**src/rtl/dma_ctl_pkg.sv**
```systemverilog
package dma_ctl_pkg;
  localparam int DW   = 32;
  localparam int AW   = 3;
  localparam int NREG = 1 << AW;
  localparam int SW   = 6;

  localparam int IX_CMD  = 0;
  localparam int IX_SCNT = 1;
  localparam int IX_SADR = 2;
  localparam int IX_WCNT = 3;
  localparam int IX_WADR = 4;
  localparam int IX_STAT = 5;
  localparam int IX_SDSC = 6;
  localparam int IX_WDSC = 7;

  typedef enum logic [1:0] {
    OP_IDLE  = 2'd0,
    OP_BLAST = 2'd1,
    OP_ABORT = 2'd2,
    OP_START = 2'd3
  } dma_op_e;

  // status flag positions
  localparam int SB_PWDN  = 0;
  localparam int SB_IRQ   = 4;

  localparam logic [SW-1:0] STAT_STORE = 6'h2F;  // bit 4 is never stored
  localparam logic [SW-1:0] STAT_CLRBL = 6'h0E;  // error, abort, done
  localparam logic [SW-1:0] STAT_RSTM  = 6'h3E;  // cleared by reset
  localparam logic [DW-1:0] CMD_RSTM   = 32'h0000_00F7;

  function automatic bit f_is_work(int i);
    return (i == IX_WCNT) || (i == IX_WADR) || (i == IX_WDSC);
  endfunction

  function automatic int f_src_idx(int i);
    case (i)
      IX_WCNT: return IX_SCNT;
      IX_WADR: return IX_SADR;
      IX_WDSC: return IX_SDSC;
      default: return i;
    endcase
  endfunction

  function automatic logic [DW-1:0] f_rst_mask(int i, int cnt_clr_w);
    logic [DW-1:0] m;
    m = '0;
    case (i)
      IX_CMD:  m = CMD_RSTM;
      IX_WCNT: for (int b = 0; b < DW; b++) m[b] = (b < cnt_clr_w);
      IX_WADR: m = '1;
      IX_WDSC: m = '1;
      default: m = '0;
    endcase
    return m;
  endfunction

  function automatic logic [DW-1:0] f_rst_val(int i, logic [DW-1:0] wa,
                                              logic [DW-1:0] wd);
    if (i == IX_WADR) return wa;
    if (i == IX_WDSC) return wd;
    return '0;
  endfunction

  function automatic logic [SW-1:0] f_stat_w1c(logic [SW-1:0] s,
                                               logic [SW-1:0] w);
    return s & ~(w & STAT_CLRBL);
  endfunction

  function automatic logic [DW-1:0] f_stat_view(logic [SW-1:0] s, logic irq);
    logic [DW-1:0] v;
    v = '0;
    v[SW-1:0] = s & STAT_STORE;
    v[SB_IRQ] = irq;
    return v;
  endfunction
endpackage

```
**src/rtl/dma_hold_reg.sv**
```systemverilog
module dma_hold_reg #(
  parameter int           W        = 32,
  parameter logic [W-1:0] RST_MASK = '0,
  parameter logic [W-1:0] RST_VAL  = '0
) (
  input  logic         clk,
  input  logic         rst_n,
  input  logic         ld,
  input  logic [W-1:0] d,
  output logic [W-1:0] q
);
  // bits outside RST_MASK keep their value through reset
  always_ff @(posedge clk) begin
    if (!rst_n) q <= (q & ~RST_MASK) | (RST_VAL & RST_MASK);
    else if (ld) q <= d;
  end
endmodule

```
**src/rtl/dma_cmd_decode.sv**
```systemverilog
module dma_cmd_decode
  import dma_ctl_pkg::*;
(
  input  logic       clk,
  input  logic       rst_n,
  input  logic       cmd_wr,
  input  logic [1:0] op,
  output logic       start_p,
  output logic       abort_p,
  output logic       blast_p,
  output logic       xfer_en
);
  dma_op_e op_e;
  logic    idle_p;

  always_comb begin
    op_e    = dma_op_e'(op);
    start_p = cmd_wr && (op_e == OP_START);
    abort_p = cmd_wr && (op_e == OP_ABORT);
    blast_p = cmd_wr && (op_e == OP_BLAST);
    idle_p  = cmd_wr && (op_e == OP_IDLE);
  end

  always_ff @(posedge clk) begin
    if (!rst_n)       xfer_en <= 1'b0;
    else if (start_p) xfer_en <= 1'b1;
    else if (idle_p)  xfer_en <= 1'b0;
  end
endmodule

```
**src/rtl/dma_stat_flags.sv**
```systemverilog
module dma_stat_flags
  import dma_ctl_pkg::*;
(
  input  logic          clk,
  input  logic          rst_n,
  input  logic [SW-1:0] flag_set,
  input  logic          start_clr,
  input  logic          wr_stat,
  input  logic [SW-1:0] wval,
  input  logic          rd_stat,
  input  logic          rd_clr_mode,
  output logic [SW-1:0] stat_q
);
  logic [SW-1:0] nxt;

  always_comb begin
    nxt = stat_q;
    if (start_clr) nxt = '0;
    if (wr_stat && !rd_clr_mode) nxt = f_stat_w1c(nxt, wval);
    if (rd_stat && rd_clr_mode)  nxt = nxt & ~STAT_CLRBL;
    nxt = nxt | (flag_set & STAT_STORE);  // set has priority
  end

  always_ff @(posedge clk) begin
    if (!rst_n) stat_q <= stat_q & ~STAT_RSTM;
    else        stat_q <= nxt;
  end
endmodule

```
**src/rtl/dma_ctl_regs.sv**
```systemverilog
module dma_ctl_regs
  import dma_ctl_pkg::*;
#(
  parameter int          CNT_CLR_W = 16,
  parameter logic [31:0] WADDR_RST = 32'hFFFF_FFFF,
  parameter logic [31:0] WDESC_RST = 32'hFFFF_FFFD
) (
  input  logic          clk,
  input  logic          rst_n,
  input  logic          wr_en,
  input  logic          rd_en,
  input  logic [AW-1:0] addr,
  input  logic [DW-1:0] wdata,
  output logic [DW-1:0] rdata,
  input  logic          rd_clr_mode,
  input  logic          core_irq,
  input  logic [SW-1:0] flag_set,
  output logic          xfer_en,
  output logic          start_pulse,
  output logic          abort_pulse,
  output logic          blast_pulse
);
  logic [DW-1:0]   reg_q [NREG];
  logic [NREG-1:0] wr_sel;
  logic [SW-1:0]   stat_q;
  logic            rd_stat;

  // named internal views for the checker
  logic [DW-1:0] work_cnt, start_cnt, work_addr;

  always_comb begin
    for (int k = 0; k < NREG; k++)
      wr_sel[k] = wr_en && rst_n && (addr == AW'(k));
  end

  assign rd_stat = rd_en && rst_n && (addr == AW'(IX_STAT));

  dma_cmd_decode u_dec (
    .clk     (clk),
    .rst_n   (rst_n),
    .cmd_wr  (wr_sel[IX_CMD]),
    .op      (wdata[1:0]),
    .start_p (start_pulse),
    .abort_p (abort_pulse),
    .blast_p (blast_pulse),
    .xfer_en (xfer_en)
  );

  for (genvar i = 0; i < NREG; i++) begin : g_reg
    if (i == IX_STAT) begin : g_stat
      dma_stat_flags u_stat (
        .clk         (clk),
        .rst_n       (rst_n),
        .flag_set    (flag_set),
        .start_clr   (start_pulse),
        .wr_stat     (wr_sel[i]),
        .wval        (wdata[SW-1:0]),
        .rd_stat     (rd_stat),
        .rd_clr_mode (rd_clr_mode),
        .stat_q      (stat_q)
      );
      assign reg_q[i] = {{(DW-SW){1'b0}}, stat_q};
    end else begin : g_hold
      localparam bit IS_WORK = f_is_work(i);
      localparam int SRC     = f_src_idx(i);
      logic          ld;
      logic [DW-1:0] d;
      assign ld = IS_WORK ? start_pulse : wr_sel[i];
      assign d  = IS_WORK ? reg_q[SRC] : wdata;
      dma_hold_reg #(
        .W        (DW),
        .RST_MASK (f_rst_mask(i, CNT_CLR_W)),
        .RST_VAL  (f_rst_val(i, WADDR_RST, WDESC_RST))
      ) u_r (
        .clk   (clk),
        .rst_n (rst_n),
        .ld    (ld),
        .d     (d),
        .q     (reg_q[i])
      );
    end
  end

  assign work_cnt  = reg_q[IX_WCNT];
  assign start_cnt = reg_q[IX_SCNT];
  assign work_addr = reg_q[IX_WADR];

  assign rdata = (addr == AW'(IX_STAT)) ? f_stat_view(stat_q, core_irq)
                                        : reg_q[addr];
endmodule

```
**config.mk**
```make
export PLATFORM = sky130hd
export DESIGN_NAME = dma_ctl_regs
export DESIGN_NICKNAME = d
export VERILOG_FILES = /design/src/rtl/dma_ctl_pkg.sv /design/src/rtl/dma_hold_reg.sv /design/src/rtl/dma_cmd_decode.sv /design/src/rtl/dma_stat_flags.sv /design/src/rtl/dma_ctl_regs.sv
export SDC_FILE = /design/constraint.sdc
export NUM_CORES = 1
export LEC_CHECK = 0
export ABC_AREA = 1
export BUFFER_PORTS_ARGS = -buffer_cell sky130_fd_sc_hd__buf_2
export CORE_MARGIN = 8
export CORE_UTILIZATION = 40
export DETAILED_ROUTE_END_ITERATION = 16
export SLEW_MARGIN = 20
export SYNTH_ARGS = -nofsm -noshare
export SYNTH_HDL_FRONTEND = slang
export SYNTH_SLANG_ARGS = --single-unit
```
**constraint.sdc**
```tcl
create_clock -name clk -period 8.4 [get_ports clk]
set_input_delay 0.84 -clock clk [delete_from_list [all_inputs] [get_ports clk]]
set_output_delay 0.84 -clock clk [all_outputs]
set_load 0.02 [all_outputs]
```
==> results of run 1 <==
## routing by layer
layer | track usage | wire length, um
met1 | 0.215 | 10700
met5 | 0 | 16
met3 | 0.0308 | 1230
met4 | 0.0423 | 437
met2 | 0.275 | 11000
## state kept, by name, indices dropped and copies added (netlist names)
| signal | count |
|---|---|
| g.g_stat.u_stat.stat_q | 5 |
| u_dec.xfer_en | 1 |
| g.g_hold.u_r.q | 224 |
## power breakdown
group | switching [mW] | total [mW] | internal, mW
Combinational | 0.124 | 0.176 | 0.0522
Sequential | 0.00592 | 1.22 | 1.21
Clock | 0.423 | 1.10 | 0.678
Total | 0.553 | 2.49 | 1.94
## critical path, stage by stage
cell	delay (ns)
buf_2	0.10
buf_4	0.32
nor2_8	0.80
nand3b_1	0.70
buf_4	0.55
inv_2	0.11
buf_2	0.17
## area by class of cell
type / count / area (um^2)
clock buffer: 34 / 709
multi-input combinational: 615 / 2940
clock inverter: 11 / 125
fill: 2203 / 12400
sequential: 230 / 5990
timing repair buffer: 94 / 505
tap: 319 / 399
inverter: 62 / 233
## layout by cell type, fill, tap and decap left out, drive strengths merged
cell	Yosys	layout
or2	1	1
a31oi	25	25
a21o	3	3
clkinv	0	9
a211oi	2	2
nand2	263	263
buf	39	94
o31ai	1	1
o211ai	40	40
inv	62	61
clkbuf	29	34
o21ai	83	83
nor4	1	1
nand3	49	49
edfxtp	138	138
dfxtp	92	92
bufinv	0	3
nand3b	1	1
nor3	2	2
o21bai	1	1
nor2	62	62
a21oi	81	81
## metrics by stage
step | hold slack (ns) | utilization | instances | setup slack, ns | area [um^2]
CTS | 0.442 | 0.467 | 1365 | 3.89 | 10900
global route | 0.448 | 0.467 | 1365 | 3.71 | 10900
finish | 0.443 | 0.467 | 1365 | 3.92 | 10900
floorplan | 0.424 | - | 975 | 3.37 | 9470
global placement | 0.429 | 0.431 | 1320 | 3.86 | 10100
detailed placement | 0.432 | 0.431 | 1320 | 3.81 | 10100
## logic make-up after synthesis
kind of cell / share of synthesized area
and+or+nand+nor: 0.160
DFF: 0.632
buffers and inverters: 0.0599
AOI/OAI and AO/OA: 0.148
## worst paths after layout
path / startpoint / to / slack [ns] / cells after the start
max: addr[1] / start_pulse / 3.92 / 7
min: g_reg[1].g_hold.u_r.q[28] / g_reg[3].g_hold.u_r.q[28] / 0.44 / 0
max reg2reg: g_reg[5].g_stat.u_stat.stat_q[0] / g_reg[5].g_stat.u_stat.stat_q[0] / 7.62 / 2
min reg2reg: g_reg[1].g_hold.u_r.q[28] / g_reg[3].g_hold.u_r.q[28] / 0.44 / 0
==> impl_metrics.env, run 1 <==
export IMPL_cts_root_buf="clkbuf_16"
export IMPL_slew_headroom=0.386
export IMPL_arrival_ns=3.64
export IMPL_syn2layout_area_growth_pct=15.1
export IMPL_tightest_slew_ns=0.921
export IMPL_ys_top_cells_by_count="263 x nand2_1, 138 x edfxtp_1, 92 x dfxtp_1"
export IMPL_synth_cells=975
export IMPL_grt_overflow_total=0
export IMPL_rows=56
export IMPL_synth_seq_cells=230
export IMPL_hp_class="flip-flop to flip-flop"
export IMPL_antenna_found_initial=2
export IMPL_dr_pass1_iters=5
export IMPL_drive_gt1_frac=0.147
export IMPL_io_pins=83
export IMPL_synth_edff_count=138
export IMPL_period_minus_slack_ns=4.48
export IMPL_leakage_nw=4.49
export IMPL_finalCritPeriodShare=0.533
export IMPL_start_kind="input port"
export IMPL_finalSetupViolations=0
export IMPL_grt_max_degree=81
export IMPL_fin_nets=1075
export IMPL_rsz0062_at_grt="no"
export IMPL_routed_wl_um=23400
export IMPL_die_width_um=170
export IMPL_dp_hpwl_um=12700
export IMPL_port_buffers=81
export IMPL_slew_viol_final=0
export IMPL_postCtsSetupRepairBufs=0
export IMPL_design_core_area_mm2=0.0233
export IMPL_cts_tree="done"
export IMPL_grt_pass1_vias=6730
export IMPL_cts_made_buffers=25
export IMPL_grt_pass1_wl_um=37500
export IMPL_place_gp_congestion=0.742
export IMPL_synth_area_leaders="edfxtp_1 44%, dfxtp_1 19%, nand2_1 10%, a21oi_1 4.3%, o21ai_0 4.2%"
export IMPL_start_util=0.406
export IMPL_viasPerCell=5.06
export IMPL_tns_ns=0
export IMPL_maxCapViolCount=0
export IMPL_vias=6907
export IMPL_cp_required_ns=7.56
export IMPL_crit_fanout=54
export IMPL_finalHoldViolCount=0
export IMPL_p_per_area_mw_per_mm2=229
export IMPL_avgSynthCellArea_um2=9.71
export IMPL_worst_skew_pair_late_latency_ns=0.51
export IMPL_synthDistinctLibCells=28
export IMPL_die_area_mm2=0.0288
export IMPL_drt_iter0_drc=429
export IMPL_clock_path_buffers=3
export IMPL_ys_seq_area_frac=0.632
export IMPL_diodes=0
export IMPL_skew_ns=0.00752
export IMPL_drc=0
export IMPL_endpoint_kind="output pin"
export IMPL_finalPower_mw=2.49
export IMPL_die_h_um=170
export IMPL_holdBufCountCts=0
export IMPL_cts_clk_slew_worst_paths_ns=0.06
export IMPL_path_class="input port to output pin"
export IMPL_vdd_ir_drop_max_mv=0.170
export IMPL_final_antenna_net_count=0
export IMPL_clock_sinks=230
export IMPL_synth_cell_area_mm2=0.00947
export IMPL_async_reset_ff_frac=0
export IMPL_synth_fp_nets=1022
export IMPL_synth_top_flop_cell="edfxtp_1"
export IMPL_yosysTopAreaCell="edfxtp_1"
export IMPL_yosysTopAreaCellShare=0.438
export IMPL_yosysWarnings=0
export IMPL_htree_levels=1
export IMPL_wire_per_inst_um=17.2
export IMPL_fmax_mhz=223
export IMPL_grt_total_usage=0.164
export IMPL_cts_repair_resize_count=0
export IMPL_status="finished clean"
export IMPL_yosysMostFrequentCell="nand2_1"
Note: power is estimated with default switching activity, not from simulation.
==> run 2, diff against run 1 <==
clock period = 3.6 ns   (was 8.4 ns; I/O delays follow)
==> run 2 against run 1 <==
Against the previous run:
- clock-buffer cell count is 1 lower
- utilization up 0.69 points
- first-iteration DRC count up 1.2%
- die area unchanged
- combinational power grew 140%
- routed wire length is 0.95% higher
- non-clock buffer count is 6 higher
- register-to-register slack worse by 4.8 ns
- sequential share of layout area shrank 0.80 points
- worst hold slack worse by 0.39 ns
- total power is 140% higher
- worst setup slack lost 2.9 ns
- largest power group unchanged
==> impl_metrics.env, run 2 (synthesis gave the netlist of run 1 again) <==
export IMPL_status="finished clean"
export IMPL_rsz0062_at_grt="no"
export IMPL_num_fill_cells=2216
export IMPL_reg2reg_slack_ns=2.84
export IMPL_final_util=0.474
export IMPL_diodes=0
export IMPL_tightest_slew_ns=0.846
export IMPL_hold_end="g_reg[6].g_hold.u_r.q[11]"
export IMPL_slew_headroom=0.436
export IMPL_dr_pass1_iters=5
export IMPL_cts_repair_resize_count=0
export IMPL_holdBufCountCts=0
export IMPL_design_core_area_mm2=0.0233
export IMPL_register_area_mm2=0.00599
export IMPL_start_util=0.406
export IMPL_grt_total_usage=0.163
export IMPL_crit_fanout=33
export IMPL_syn2layout_area_growth_pct=16.8
export IMPL_slew_viol_final=0
export IMPL_grt_overflow_total=0
export IMPL_final_cell_mix="263 x nand2_1, 138 x edfxtp_1, 92 x dfxtp_1"
export IMPL_final_antenna_net_count=0
export IMPL_cts_tree="done"
export IMPL_worstHoldStart="wdata[11]"
export IMPL_place_ws_ns=0.999
export IMPL_postCtsSetupRepairBufs=0
export IMPL_wire_per_inst_um=17.2
export IMPL_leakage_nw=4.56
export IMPL_setup_ws_ns=1.02
export IMPL_cts_clk_slew_worst_paths_ns=0.06
export IMPL_drive_gt1_frac=0.155
export IMPL_cts_root_buf="clkbuf_16"
export IMPL_start_kind="input port"
export IMPL_cts_made_buffers=25
export IMPL_grt_max_degree=73
export IMPL_tns_ns=0
export IMPL_r2r_cells=2
export IMPL_hp_class="input port to flip-flop"
export IMPL_grtUsageMet1=0.206
export IMPL_dp_hpwl_um=13500
export IMPL_critPathLaunch="addr[1]"
export IMPL_grt_busiest_layer="met2"
export IMPL_finalSetupViolations=0
export IMPL_die_h_um=170
export IMPL_antenna_found_initial=1
export IMPL_worst_skew_pair_late_latency_ns=0.52
export IMPL_largest_register="g.g_hold.u_r.q"
export IMPL_fmax_mhz=387
export IMPL_hold_depth=1
export IMPL_largest_reg_flops=224
export IMPL_clock_path_buffers=3
export IMPL_grt_pass1_wl_um=37200
export IMPL_use_met2=0.282
export IMPL_finalHoldViolCount=0
export IMPL_finalCritPeriodShare=0.718
export IMPL_reg_largest_list="g.g_hold.u_r.q x224, g.g_stat.u_stat.stat_q x5, u_dec.xfer_en x1"
export IMPL_skew_ns=0.00399
export IMPL_port_buffers=81
export IMPL_rows=56
export IMPL_rr_endpoint="g_reg[3].g_hold.u_r.q[3]"
export IMPL_viasPerCell=5.05
export IMPL_clock_sinks=230
export IMPL_period_minus_slack_ns=2.58
export IMPL_p_per_area_mw_per_mm2=549
export IMPL_arrival_ns=2.22
export IMPL_endpoint_kind="output pin"
export IMPL_multi_input_area_mm2=0.00295
export IMPL_vdd_ir_drop_max_mv=0.371
export IMPL_maxCapViolCount=0
export IMPL_fin_nets=1081
export IMPL_drt_iter0_drc=434
export IMPL_cp_required_ns=3.24
export IMPL_drc=0
export IMPL_r2r_start="g_reg[1].g_hold.u_r.q[3]"
export IMPL_routed_wl_um=23600
export IMPL_path_class="input port to output pin"
export IMPL_die_area_mm2=0.0288
export IMPL_mostFrequentLayoutCell="nand2_1"
export IMPL_place_gp_congestion=0.736
export IMPL_grt_pass1_vias=6819
export IMPL_vias=6930
export IMPL_htree_levels=1
export IMPL_die_width_um=170
export IMPL_gr_usage_met3=0.0292
export IMPL_io_pins=83
-- run 2: report_power, final --
| part | internal, mW | switching [mW] |
|---|---|---|
| clock | 1.79 | 1.02 |
| sequential | 2.83 | 0.0135 |
| combinational | 0.125 | 0.294 |
-- run 2: worst max-delay path, cell delays in order --
cell     delay, ns
buf_2         0.25
nor2_8        0.50
buf_4         0.40
nand2_1       0.09
nand2_1       0.07
a21oi_1       0.05
a31oi_1       0.25
buf_2         0.23
-- run 2: per-stage QoR --
stage / hold slack [ns] / total power [mW] / area [um^2] / instances
2_1_floorplan: 0.424 / 3.16 / 9480 / 975
3_3_place_gp: 0.430 / 3.32 / 10100 / 1326
3_5_place_dp: 0.432 / 3.32 / 10100 / 1326
4_1_cts: 0.0299 / 6.13 / 11100 / 1372
5_1_grt: 0.0404 / 6.26 / 11100 / 1372
6_report: 0.0539 / 6.07 / 11100 / 1372
-- run 2: cell type report --
cell class / instances / area share
inverters: 62 / 0.0210
repair buffers: 100 / 0.0520
flip-flops and latches: 230 / 0.541
multi-input cells: 615 / 0.267
well taps: 319 / 0.0361
clock inverters: 13 / 0.0200
clock buffers: 33 / 0.0629
-- run 2: per-layer routing --
layer	vias up	wire length, um	share of wire
met2	170	11200	0.48
met4	2	559	0.024
li1	3447	-	-
met5	-	8	0.00034
met1	3267	10600	0.45
met3	44	1200	0.051
-- run 2: worst max path at each step --
stage	to	slack [ns]
CTS	rdata[6]	1.00
floorplan	g_reg[6].g_hold.u_r.q[0]	0.36
global route	rdata[6]	0.93
finish	rdata[31]	1.02
detailed placement	rdata[6]	1.0
global placement	rdata[6]	0.99
==> run 3, diff against run 2 <==
ABC_AREA = 0   (was 1)
clock period = 2.5 ns   (was 3.6 ns; I/O delays follow)
==> run 3 against run 2 <==
Against the previous run:
- critical path depth is 5 lower
- non-clock buffer count rose by 45
- clock skew up 0.0067 ns
- worst hold slack got worse by 0.012 ns
- first-iteration DRC count up 4.4%
- flip-flop and latch count did not move
- via count decreased by 5.8%
- register-to-register slack got worse by 1.2 ns
- combinational power is 68% higher
- routed wire length is 1.2% higher
- sequential power up 44%
- final area up 5.9%
- critical endpoint is now rdata[15]
==> impl_metrics.env, run 3 <==
export IMPL_rsz0062_at_grt="no"
export IMPL_dpl_cell_area_mm2=0.0105
export IMPL_fin_nets=887
export IMPL_syn2layout_area_growth_pct=21.6
export IMPL_final_cell_mix="152 x nand3_1, 138 x edfxtp_1, 92 x dfxtp_1"
export IMPL_yosys_area_share_simple=0.0983
export IMPL_leakage_nw=3.99
export IMPL_crit_fanout=2
export IMPL_cts_clk_slew_worst_paths_ns=0.06
export IMPL_synth_compound_area_frac=0.0965
export IMPL_dr_pass1_iters=5
export IMPL_largest_register="g.g_hold.u_r.q"
export IMPL_setup_ws_ns=0.415
export IMPL_yosysMostFrequentCell="nand3_1"
export IMPL_period_minus_slack_ns=2.09
export IMPL_finalCritPeriodShare=0.834
export IMPL_viasPerCell=5.54
export IMPL_die_width_um=171
export IMPL_yosysWarnings=0
export IMPL_finalPower_mw=8.60
export IMPL_vdd_ir_drop_max_mv=0.497
export IMPL_reg_largest_list="g.g_hold.u_r.q x224, g.g_stat.u_stat.stat_q x5, u_dec.xfer_en x1"
export IMPL_place_gp_congestion=0.709
export IMPL_fin_hold_ws_ns=0.0419
export IMPL_crit_chain="mux4_2 -> mux2_2 -> buf_2"
export IMPL_finalSetupViolations=0
export IMPL_cts_root_buf="clkbuf_16"
export IMPL_synth_edff_count=138
export IMPL_largest_reg_flops=224
export IMPL_design_core_area_mm2=0.0235
export IMPL_async_reset_ff_frac=0
export IMPL_synth_seq_cells=230
export IMPL_cts_made_buffers=25
export IMPL_synthDistinctLibCells=34
export IMPL_dp_cells=1098
export IMPL_stdcell_area_mm2=0.0117
export IMPL_synth_top_flop_cell="edfxtp_1"
export IMPL_port_buffers=81
export IMPL_finalHoldViolCount=0
export IMPL_worstHoldStart="wdata[2]"
export IMPL_final_util=0.497
export IMPL_synth_top_family_by_area="multiplexers"
export IMPL_synth_area_leaders="edfxtp_1 43%, dfxtp_1 19%, mux4_2 8.0%, nand3_1 7.9%, o21ai_0 4.6%"
export IMPL_drc=0
export IMPL_start_util=0.409
export IMPL_start_kind="flip-flop"
export IMPL_fmax_mhz=480
export IMPL_endpoint_kind="output pin"
export IMPL_tns_ns=0
export IMPL_arrival_ns=1.84
export IMPL_synth_fa_ha_area_frac=0
export IMPL_final_antenna_net_count=0
export IMPL_maxCapViolCount=0
export IMPL_cts_repair_resize_count=0
export IMPL_avgSynthCellArea_um2=13.0
export IMPL_status="finished clean"
export IMPL_grt_pass1_vias=6814
export IMPL_htree_levels=1
export IMPL_wire_per_inst_um=20.3
export IMPL_r2r_start="g_reg[5].g_stat.u_stat.stat_q[2]"
export IMPL_ys_top_cells_by_count="152 x nand3_1, 138 x edfxtp_1, 92 x dfxtp_1"
export IMPL_grt_overflow_total=0
export IMPL_worst_skew_pair_late_latency_ns=0.51
export IMPL_tightest_slew_ns=0.984
export IMPL_dp_hpwl_um=13400
export IMPL_diodes=0
export IMPL_io_pins=83
export IMPL_slew_headroom=0.343
export IMPL_grt_pass1_wl_um=38400
export IMPL_critPathLaunch="g_reg[1].g_hold.u_r.q[15]"
export IMPL_final_cells=1177
export IMPL_drive_gt1_frac=0.256
export IMPL_vias=6525
export IMPL_path_class="flip-flop to output pin"
export IMPL_grt_total_usage=0.165
export IMPL_synth_xor_area_frac=0
export IMPL_place_ws_ns=0.232
export IMPL_holdBufCountCts=34
export IMPL_grt_max_degree=91
export IMPL_synth_cells=740
export IMPL_ys_seq_area_frac=0.622
export IMPL_synthMuxAreaShare=0.144
export IMPL_cpPeakStageDelay_ns=0.47
export IMPL_yosysTopAreaCellShare=0.431
export IMPL_rows=56
export IMPL_die_area_mm2=0.0293
export IMPL_hp_class="input port to flip-flop"
export IMPL_slew_viol_final=0
export IMPL_mostFrequentLayoutCell="nand3_1"
export IMPL_postCtsSetupRepairBufs=0
export IMPL_synth_cell_area_mm2=0.00963
export IMPL_p_per_area_mw_per_mm2=735
export IMPL_cp_required_ns=2.25
export IMPL_antenna_found_initial=0
export IMPL_cts_tree="done"
export IMPL_skew_ns=0.0107
export IMPL_die_h_um=171
export IMPL_clock_sinks=230
export IMPL_yosysTopAreaCell="edfxtp_1"
export IMPL_routed_wl_um=23900
export IMPL_cpMaxStageDelayCell="mux4_2"
export IMPL_drt_iter0_drc=453
export IMPL_synth_fp_nets=787
export IMPL_clock_path_buffers=3
==> run 3: changes by cell type after synthesis, sizes merged, moves of 5 or more <==
cell | previous run | this run
nand2 | 263 | 14
nand3 | 49 | 152
nor2 | 62 | 4
inv | 62 | 5
a21oi | 81 | 25
o211ai | 40 | 5
mux4 | 0 | 34
mux2 | 0 | 30
mux2i | 0 | 28
o2bb2ai | 0 | 26
a31oi | 25 | 0
o21ai | 83 | 88
==> run 3: area by class of cell <==
cell class	count	area, um^2
fillers	2114	11800
flip-flops and latches	230	5990
multi-input cells	433	3320
repair buffers	145	1130
clock buffers	36	717
well taps	319	399
clock inverters	9	144
inverters	5	18.8
==> run 3: path summary, 6_finish.rpt <==
kind	slack (ns)	depth (start not counted)	endpoint
max	0.41	3	rdata[15]
min	0.04	1	g_reg[1].g_hold.u_r.q[2]
max reg2reg	1.67	2	g_reg[5].g_stat.u_stat.stat_q[2]
min reg2reg	0.45	0	g_reg[3].g_hold.u_r.q[23]
==> run 3: cell families after synthesis <==
group	count (synthesis)
AOI/OAI and AO/OA	156
DFF	230
muxes	92
and+or+nand+nor	185
buffers and inverters	77
==> run 3: critical path, delay by kind of cell (launching register included) <==
family	cells	cell delay, ns
flip-flops	1	0.38
multiplexers	2	0.78
buffers and inverters	1	0.17
==> run 3: report_power, final <==
part           internal [mW]  switching [mW]
sequential              4.07          0.0245
combinational          0.297           0.405
clock                   2.39            1.41
total                   6.76            1.84
==> run 3: per-layer routing <==
layer  part of all wire  wire, um  GRT usage
met4              0.016       388     0.0367
met3              0.047      1120     0.0247
met5                  0         0          0
met2               0.47     11300      0.268
met1               0.46     11100      0.229
